File: src/rtl/adc_seq_pkg.sv
package adc_seq_pkg;
  localparam int OUT_W    = 16;
  localparam int BASE_LOG = 5;   // 32 samples at period 0
  localparam int SIG_BASE = 7;   // significant bits at period 0
  localparam int FLAG_OVF = 0;
  localparam int FLAG_SAT = 1;
  localparam int NFLAGS   = 2;

  typedef struct packed {
    logic [2:0] period;
    logic       slow;
  } conv_cfg_t;
endpackage

File: src/rtl/adc_seq_tick.sv
module adc_seq_tick #(
  parameter int SYS_HI_MHZ  = 24,
  parameter int SYS_LO_MHZ  = 12,
  parameter int RATE_FAST   = 6,
  parameter int RATE_SLOW   = 1
) (
  input  logic       clk,
  input  logic       rst_n,
  input  logic       osc_slow,
  output logic [1:0] tick
);
  for (genvar i = 0; i < 2; i++) begin : g_div
    localparam int RATE = (i == 0) ? RATE_FAST : RATE_SLOW;
    localparam int DHI  = SYS_HI_MHZ / RATE;
    localparam int DLO  = SYS_LO_MHZ / RATE;
    localparam int CW   = $clog2(DHI + 1);
    logic [CW-1:0] cnt;
    logic [CW-1:0] lim;
    assign lim     = osc_slow ? CW'(DLO - 1) : CW'(DHI - 1);
    assign tick[i] = (cnt >= lim);
    always_ff @(posedge clk or negedge rst_n) begin
      if (!rst_n)       cnt <= '0;
      else if (tick[i]) cnt <= '0;
      else              cnt <= cnt + 1'b1;
    end
  end
endmodule

File: src/rtl/adc_seq_conv.sv
module adc_seq_conv
  import adc_seq_pkg::*;
#(
  parameter int MOD_W = 4,
  parameter int PER_W = 3,
  localparam int PER_MAX = (1 << PER_W) - 1,
  localparam int CNT_W   = BASE_LOG + PER_MAX + 1,
  localparam int ACC_W   = MOD_W + BASE_LOG + PER_MAX
) (
  input  logic             clk,
  input  logic             rst_n,
  input  logic             run,
  input  conv_cfg_t        cfg,
  input  logic [1:0]       tick,
  input  logic [MOD_W-1:0] mod_in,
  output logic             done,
  output logic [ACC_W-1:0] sum,
  output logic [PER_W-1:0] per_q
);
  logic             busy;
  logic             slow_q;
  logic [CNT_W-1:0] cnt;
  logic [ACC_W-1:0] acc;
  logic             tick_sel;
  logic [CNT_W-1:0] total;
  logic [CNT_W-1:0] cnt_nx;

  assign tick_sel = slow_q ? tick[1] : tick[0];
  assign total    = CNT_W'(1) << (BASE_LOG + int'(per_q));
  assign cnt_nx   = cnt + 1'b1;
  assign sum      = acc + ACC_W'(mod_in);
  assign done     = busy && tick_sel && (cnt_nx == total);

  always_ff @(posedge clk or negedge rst_n) begin
    if (!rst_n) begin
      busy   <= 1'b0;
      slow_q <= 1'b0;
      per_q  <= '0;
      cnt    <= '0;
      acc    <= '0;
    end else if (!busy) begin
      if (run) begin
        busy   <= 1'b1;
        per_q  <= cfg.period;
        slow_q <= cfg.slow;
        cnt    <= '0;
        acc    <= '0;
      end
    end else if (tick_sel) begin
      acc <= sum;
      cnt <= cnt_nx;
      if (done) busy <= 1'b0;
    end
  end
endmodule

File: src/rtl/adc_seq_fmt.sv
module adc_seq_fmt
  import adc_seq_pkg::*;
#(
  parameter int ACC_W = 16,
  parameter int PER_W = 3,
  parameter int DROP  = 2
) (
  input  logic [ACC_W-1:0] sum,
  input  logic [PER_W-1:0] per,
  input  logic [OUT_W-1:0] gain,
  input  logic [OUT_W-1:0] offset,
  output logic [OUT_W-1:0] data,
  output logic             sat
);
  localparam int PW = 2 * OUT_W + 1;
  localparam logic signed [PW-1:0] MAXV = PW'((1 << (OUT_W - 1)) - 1);
  localparam logic signed [PW-1:0] MINV = -MAXV - PW'(1);

  logic [ACC_W-1:0]        top;
  logic [4:0]              shamt;
  logic [31:0]             wide;
  logic [OUT_W-1:0]        aligned;
  logic signed [OUT_W-1:0] s;
  logic signed [OUT_W:0]   g;
  logic signed [PW-1:0]    prod;
  logic signed [PW-1:0]    corr;

  always_comb begin
    top     = sum >> DROP;
    shamt   = 5'(OUT_W - SIG_BASE) - 5'(per);
    wide    = 32'(top) << shamt;
    aligned = wide[OUT_W-1:0];
    s       = $signed(aligned ^ (OUT_W'(1) << (OUT_W - 1)));
    g       = $signed({1'b0, gain});
    prod    = PW'(s) * PW'(g);
    corr    = (prod >>> (OUT_W - 1)) + PW'($signed(offset));
    sat     = 1'b0;
    if (corr > MAXV) begin
      data = {1'b0, {(OUT_W-1){1'b1}}};
      sat  = 1'b1;
    end else if (corr < MINV) begin
      data = {1'b1, {(OUT_W-1){1'b0}}};
      sat  = 1'b1;
    end else begin
      data = corr[OUT_W-1:0];
    end
  end
endmodule

File: src/rtl/adc_seq_regs.sv
module adc_seq_regs
  import adc_seq_pkg::*;
(
  input  logic              clk,
  input  logic              rst_n,
  input  logic [NFLAGS-1:0] set_ev,
  input  logic              flag_clr_we,
  input  logic              en_set_we,
  input  logic              en_clr_we,
  input  logic [NFLAGS-1:0] wdata,
  output logic [NFLAGS-1:0] flags,
  output logic              irq_en,
  output logic              irq
);
  logic [NFLAGS-1:0] clr_mask;
  assign clr_mask = flag_clr_we ? wdata : '0;
  assign irq      = irq_en && (|flags);

  always_ff @(posedge clk or negedge rst_n) begin
    if (!rst_n) begin
      flags  <= '0;
      irq_en <= 1'b0;
    end else begin
      flags <= (flags & ~clr_mask) | set_ev;
      if (en_clr_we && wdata[0])      irq_en <= 1'b0;
      else if (en_set_we && wdata[0]) irq_en <= 1'b1;
    end
  end
endmodule

File: src/rtl/adc_seq.sv
module adc_seq
  import adc_seq_pkg::*;
#(
  parameter int MOD_W      = 4,
  parameter int PER_W      = 3,
  parameter int SYS_HI_MHZ = 24,
  parameter int SYS_LO_MHZ = 12,
  parameter int RATE_FAST  = 6,
  parameter int RATE_SLOW  = 1
) (
  input  logic             clk,
  input  logic             rst_n,
  input  logic             osc_slow,
  input  logic             run,
  input  logic [PER_W-1:0] cfg_period,
  input  logic             cfg_slow,
  input  logic [MOD_W-1:0] mod_in,
  input  logic             dma_en,
  input  logic [15:0]      gain,
  input  logic [15:0]      offset,
  input  logic             flag_clr_we,
  input  logic             en_set_we,
  input  logic             en_clr_we,
  input  logic [1:0]       wdata,
  output logic             res_valid,
  output logic [15:0]      res_data,
  output logic [1:0]       flags,
  output logic             irq_en,
  output logic             irq
);
  localparam int PER_MAX = (1 << PER_W) - 1;
  localparam int ACC_W   = MOD_W + BASE_LOG + PER_MAX;
  localparam int DROP    = MOD_W + BASE_LOG - SIG_BASE;

  logic [1:0]       tick;
  conv_cfg_t        cfg;
  logic             done;
  logic [ACC_W-1:0] sum;
  logic [PER_W-1:0] per_q;
  logic [15:0]      fmt_data;
  logic             fmt_sat;
  logic [1:0]       set_ev;

  assign cfg.period = 3'(cfg_period);
  assign cfg.slow   = cfg_slow;

  adc_seq_tick #(
    .SYS_HI_MHZ(SYS_HI_MHZ), .SYS_LO_MHZ(SYS_LO_MHZ),
    .RATE_FAST(RATE_FAST), .RATE_SLOW(RATE_SLOW)
  ) u_tick (.clk(clk), .rst_n(rst_n), .osc_slow(osc_slow), .tick(tick));

  adc_seq_conv #(.MOD_W(MOD_W), .PER_W(PER_W)) u_conv (
    .clk(clk), .rst_n(rst_n), .run(run), .cfg(cfg), .tick(tick),
    .mod_in(mod_in), .done(done), .sum(sum), .per_q(per_q)
  );

  adc_seq_fmt #(.ACC_W(ACC_W), .PER_W(PER_W), .DROP(DROP)) u_fmt (
    .sum(sum), .per(per_q), .gain(gain), .offset(offset),
    .data(fmt_data), .sat(fmt_sat)
  );

  assign set_ev[FLAG_OVF] = done && !dma_en;
  assign set_ev[FLAG_SAT] = done && fmt_sat;

  adc_seq_regs u_regs (
    .clk(clk), .rst_n(rst_n), .set_ev(set_ev), .flag_clr_we(flag_clr_we),
    .en_set_we(en_set_we), .en_clr_we(en_clr_we), .wdata(wdata),
    .flags(flags), .irq_en(irq_en), .irq(irq)
  );

  always_ff @(posedge clk or negedge rst_n) begin
    if (!rst_n) begin
      res_valid <= 1'b0;
      res_data  <= '0;
    end else begin
      res_valid <= done;
      if (done) res_data <= fmt_data;
    end
  end
endmodule

File: config.mk
export PLATFORM = sky130hd
export DESIGN_NAME = adc_seq
export DESIGN_NICKNAME = d
export VERILOG_FILES = /design/src/rtl/adc_seq_pkg.sv /design/src/rtl/adc_seq_tick.sv /design/src/rtl/adc_seq_conv.sv /design/src/rtl/adc_seq_fmt.sv /design/src/rtl/adc_seq_regs.sv /design/src/rtl/adc_seq.sv
export SDC_FILE = /design/constraint.sdc
export NUM_CORES = 1
export LEC_CHECK = 0
export BUFFER_PORTS_ARGS = -buffer_cell sky130_fd_sc_hd__buf_2
export CAP_MARGIN = 5
export CORE_MARGIN = 3
export CORE_UTILIZATION = 55
export CTS_BUF_LIST = sky130_fd_sc_hd__clkbuf_16
export DETAILED_ROUTE_END_ITERATION = 8
export PLACE_DENSITY = 0.79
export SYNTH_ARGS = -nofsm -noshare
export SYNTH_HDL_FRONTEND = slang
export SYNTH_HIERARCHICAL = 1
export SYNTH_SLANG_ARGS = --single-unit
export TNS_END_PERCENT = 100
File: constraint.sdc
create_clock -name clk -period 12 [get_ports clk]
set_clock_uncertainty 0.15 [all_clocks]
set_input_delay 1.2 -clock clk [delete_from_list [all_inputs] [get_ports clk]]
set_output_delay 1.2 -clock clk [all_outputs]
set_load 0.02 [all_outputs]
==> out/results.ini, run 1 <==
[run_status]
outcome = completed

[drt]
drc = 0
via_per_inst = 5.76
ant_nets = 0
wl_per_cell_um = 17.3
routed_wl_um = 34000
dr.pass1.iters = 5
first_iter_violations = 878
vias = 11300

[clock_network]
post_cts_buffers = 0
clk_pin_slew_worst_paths_ns = 0.05
root_buffer = clkbuf_16
hold_buffers = 0
ctsLongestPathBuffers = 2
numCtsBuffers = 9
h-tree-depth = 3
cts.sink_count = 62
cts_tree = yes
insertion_delay_ns = 0.33

[global_routing]
grt_max_degree = 63
antenna_found_initial = 0
grt_overflow = 0
grt_pass1_wl_um = 57000
track_usage_pct = 26.2
grt_use_met3_pct = 4.14
grt.met1_usage_pct = 35.7
met2_usage_pct = 44.4
grt-busiest-layer = met2
grt_pass1_vias = 11700

[layout]
final_layout_size_suffix_gt1_share_pct = 10.3
synthToLayoutAreaGrowth_pct = 7.13
antenna_cells = 0
fin_nets = 2033
postLayoutCoreUtil_pct = 60.4

[logic_synthesis]
syn_nets = 1989
synthesis.area_um2 = 13800
syn_avg_cell_area_um2 = 8.66
synth_cell_types = 76
async_reset_ff_share_pct = 100
ys_top_cells_by_area = fa_1 28%, ha_1 14%, dfrtp_1 11%
synthFlopType = dfrtp_1
synthCells = 1593
ys_warn_count = 6
synth-edff-count = 0
yosys.area.top_type = fa_1
synth.yosys.seq_area_share_pct = 11.2
ys_ff_latch = 62
synth_top_area_share_pct = 28.3

[timing]
rsz0062_at_grt = no
worstMarginPinSlew_ns = 1.04
max_slew_margin_pct = 30.4
setup_violations = 0
drv_slew = 0
fmax_mhz = 88.2
fin_crit_ns = 11.34
fin_crit_sh_pct = 94.5
fin_tns_setup_ns = 0
hold_viol = 0

[setup_path]
crit_path_frequent_cell = fa_1
setup.worst_path.end = res_data[2]
worstRegToRegCells = 39
cp.depth = 40
cp.arrival_ns = 11.39
criticalPathCategory = primary input to register
critPathRequiredTime_ns = 12.06
end_kind = register
cp-start-kind = primary input
r2r_end = res_data[2]
crit_start = mod_in[1]
cp_slowest_cell = fa_1
crit_path_max_fanout = 16
max_stage_delay_ns = 0.55
critical_path_buf_inv_count = 8
r2r-start = u_conv/acc[1]
rrSetupSlack_ns = 1.23
crit_family = adder cells

[floorplan]
die_w_um = 164
core-area_um2 = 24500
dieArea_um2 = 27000
fp.dieH_um = 164
ioPinCount = 71
start_util_pct = 56.4
num_rows = 57

[job]
max-cap-violations = 0

[place]
place_congestion = 0.907
dpl.hpwl_um = 26500
io_buffer_count = 70

[worst_hold_path]
hp-class = register to register
hold_path_depth = 1

-- kinds of logic after synthesis --
family                     count (synthesis)  share of synthesized area (%)
muxes                                     42                           3.67
xor gates and xnor gates                  65                           4.18
and+or+nand+nor                          515                           18.7
buffers and inverters                    320                           9.03
AOI/OAI and AO/OA                        243                           11.1
DFF                                       62                           11.2
adders and majority gates                346                           42.0
-- per-stage QoR --
step	hold slack, ns	cell area, µm²	instances	setup slack [ns]
final	0.279	14800	1965	0.665
after global routing	0.299	14800	1965	0.0628
after CTS	0.281	14800	1965	0.615
after detailed placement	0.278	14500	1950	0.332
after global placement	0.266	14500	1950	0.560
after floorplan	0.259	13800	1593	0.815
-- timing repair --
item	in CTS	in global routing
gates resized for setup	0	2
endpoints found under the setup margin	0	11
endpoints found under the hold margin	0	0
-- registers in the layout, indices dropped and copies added, names as in the netlist, 2 cells and up --
signal and count:
u_conv/cnt 13, u_conv/per_q 3, u_conv/acc 16, u_regs/flags 2
res_data 16, u_tick/g_div.cnt 8
-- layout make-up --
| cell class | count | area, µm² |
|---|---|---|
| clock buffers | 9 | 225 |
| clock inverters | 6 | 55.1 |
| fillers | 2094 | 9690 |
| inverters | 254 | 953 |
| multi-input cells | 1211 | 11000 |
| flip-flops and latches | 62 | 1550 |
| well taps | 324 | 405 |
| repair buffers | 99 | 568 |
-- worst min-delay path by stage --
stage	from	endpoint	slack (ns)
2_1_floorplan	u_tick/g_div[0].cnt[2]	u_tick/g_div[0].cnt[0]	0.26
3_3_place_gp	u_tick/g_div[0].cnt[2]	u_tick/g_div[0].cnt[0]	0.27
3_5_place_dp	u_tick/g_div[0].cnt[2]	u_tick/g_div[0].cnt[0]	0.28
4_1_cts	u_tick/g_div[0].cnt[2]	u_tick/g_div[0].cnt[0]	0.28
5_1_grt	u_tick/g_div[0].cnt[2]	u_tick/g_div[0].cnt[0]	0.30
6_report	u_tick/g_div[0].cnt[2]	u_tick/g_div[0].cnt[0]	0.28
-- cell usage in the layout (no fill, tap or decap), types with 20 or more instances in the layout --
cell type,n
nand2_1,209
ha_1,151
dfrtp_1,62
xnor2_1,37
xor2_1,27
nor2_1,61
o21ai_0,48
buf_4,29
buf_2,70
a21oi_1,72
inv_1,254
and2_1,121
a21o_1,20
fa_1,195
nand3_1,28
-- synth_stat cells (5+ instances only) --
library cell	n
nor2_1	61
mux2_2	17
o21ai_0	49
xor2_1	27
nor3_1	17
or2_2	8
nand4_1	17
o211ai_1	9
o22ai_1	9
and2_1	121
xnor2_1	37
nand2_1	209
a21oi_1	72
nand2b_1	5
a211oi_1	11
o21ai_1	14
ha_1	151
dfrtp_1	62
inv_1	253
a21o_1	20
mux2i_1	15
fa_1	195
o31ai_1	10
clkbuf_1	50
o21bai_1	6
nand3_1	28
nor2b_1	7
mux2_4	8
and3_1	14
a31oi_1	15
buf_2	10
-- per-layer routing --
metal / up-vias / part of all wire, % / wire length, µm
li1: 5234 / - / -
met1: 5583 / 42 / 14400
met2: 444 / 49 / 16500
met3: 64 / 6.8 / 2310
met4: 0 / 2.1 / 709
met5: - / 0 / 0
Power of run 1 is left out: the tool's default activity adds up to more than one toggle a clock period on the data nets, which glitch-free logic cannot reach.
==> run 2: changes to the inputs <==
- PLACE_DENSITY: 0.79 -> 0.82
- clock period: 12 -> 9.1 ns (I/O delays scaled with it)
==> run 2 against run 1 <==
  * The run now ends with setup timing left
  * Sequential cell count did not move
  * Non-clock buffer count rose by 205
  * Clock-buffer cell count did not move
  * Global-route usage rose by 2.8 points
  * Worst hold slack improved by 0.0080 ns
  * Worst setup slack got worse by 2.0 ns
  * Via count rose by 12%
  * Die area did not move
  * Routed wire length rose by 20%
  * Register-to-register slack got worse by 2.3 ns
  * Design area rose by 18%
==> out/results.ini, run 2 (same netlist as run 1, synthesis figures left out) <==
[run_status]
outcome = complete, but fails checks
violations = setup timing

[layout]
synthToLayoutAreaGrowth_pct = 26.2
reg_top3 = res_data x16, u_conv/acc x16, u_conv/cnt x13
final_layout_size_suffix_gt1_share_pct = 29.9
antenna_cells = 0
fillers = 1653
layout_common_cells = 243 x inv_1, 218 x buf_4, 198 x nand2_1
final_common_cell = inv_1
seqCellArea_um2 = 1550
multi_input_area_um2 = 11900
fin_nets = 2239
fin_cells = 2172
postLayoutCoreUtil_pct = 71.1
post-route-cell-area_um2 = 17400

[worst_hold_path]
hold_start = u_tick/g_div[0].cnt[2]
hp-class = register to register
min_to = u_tick/g_div[0].cnt[0]
hold_path_depth = 1

[clock_network]
numCtsBuffers = 9
root_buffer = clkbuf_16
hold_buffers = 0
ctsLongestPathBuffers = 2
h-tree-depth = 3
clk_pin_slew_worst_paths_ns = 0.05
insertion_delay_ns = 0.33
cts.sink_count = 62
cts_tree = yes

[floorplan]
num_rows = 57
core-area_um2 = 24500
dieArea_um2 = 27000
ioPinCount = 71
start_util_pct = 56.4
die_w_um = 164
fp.dieH_um = 164

[drt]
ant_nets = 0
vias = 12600
first_iter_violations = 1132
drc = 0
wl_per_cell_um = 18.7
dr.pass1.iters = 5
via_per_inst = 5.82
routed_wl_um = 40700

[timing]
fmax_mhz = 95.9
drv_slew = 0
worstMarginPinSlew_ns = 1.05
hold_viol = 0
fin_crit_ns = 10.43
setup_violations = 17
layout_setup_ws_ns = -1.33
fin_crit_sh_pct = 115
max_slew_margin_pct = 29.7
rsz0062_at_grt = yes

[global_routing]
grt_pass1_vias = 13100
grt_pass1_wl_um = 63200
grt_max_degree = 63
track_usage_pct = 29.1
grt_overflow = 0
antenna_found_initial = 3

[setup_path]
crit_path_frequent_cell = fa_1
cp-start-kind = primary input
max_stage_delay_ns = 0.59
worstRegToRegCells = 40
cp_slowest_cell = fa_1
critPathRequiredTime_ns = 9.16
cp.arrival_ns = 10.50
r2r-start = u_conv/acc[0]
crit_path_max_fanout = 7
rrSetupSlack_ns = -1.09
r2r_end = res_data[3]
end_kind = register
criticalPathCategory = primary input to register

[place]
dpl.hpwl_um = 29200
pre_cts_ws_ns = -1.44
place_congestion = 0.914
dp_cells = 2115
placed_area_um2 = 16200
io_buffer_count = 70

[job]
max-cap-violations = 0

run 2: metal layers:
layer	GRT usage [%]	share of wire [%]	routed length [µm]
met5	0	0.093	38
met4	10.1	4.1	1680
met3	5.15	7.1	2910
met2	49.5	49	20000
met1	37.4	40	16100
run 2: stage by stage:
step	TNS [ns]	hold WS, ns
6_report	-21.67	0.287
5_1_grt	-27.65	0.315
4_1_cts	-15.18	0.289
3_5_place_dp	-23.70	0.278
3_3_place_gp	-21.69	0.271
2_1_floorplan	-10.80	0.259
run 2: cell type report:
type	count	area share [%]
Inverter	254	5.48
Tap cell	324	2.33
Sequential cell	62	8.92
Clock buffer	9	1.29
Clock inverter	7	0.381
Timing Repair Buffer	304	12.9
Multi-Input combinational cell	1212	68.7
run 2: critical path: cells and delay by family:
| family | cells | cell delay, ns |
|---|---|---|
| AO/OA/AOI/OAI | 12 | 2.78 |
| multiplexers | 3 | 0.61 |
| XOR/XNOR | 2 | 0.27 |
| AND/OR/NAND/NOR | 8 | 0.78 |
| adder cells (fa/ha/maj) | 10 | 4.37 |
| buffers and inverters | 6 | 0.72 |
run 2: what timing repair did:
| item | CTS | global route |
|---|---|---|
| gates cloned | 1 | 1 |
| setup endpoints to repair | 17 | 17 |
| pin swaps | 58 | 56 |
| buffers inserted | 30 | 9 |
| gates resized for setup | 66 | 53 |
run 2: how the worst max path moves through the flow:
stage | from | to
6_report | mod_in[0] | res_data[3]
5_1_grt | mod_in[0] | res_data[3]
4_1_cts | mod_in[1] | res_data[12]
3_5_place_dp | mod_in[1] | res_data[10]
3_3_place_gp | mod_in[1] | res_data[11]
2_1_floorplan | mod_in[0] | res_data[12]
Power of run 2 is left out for the same reason.
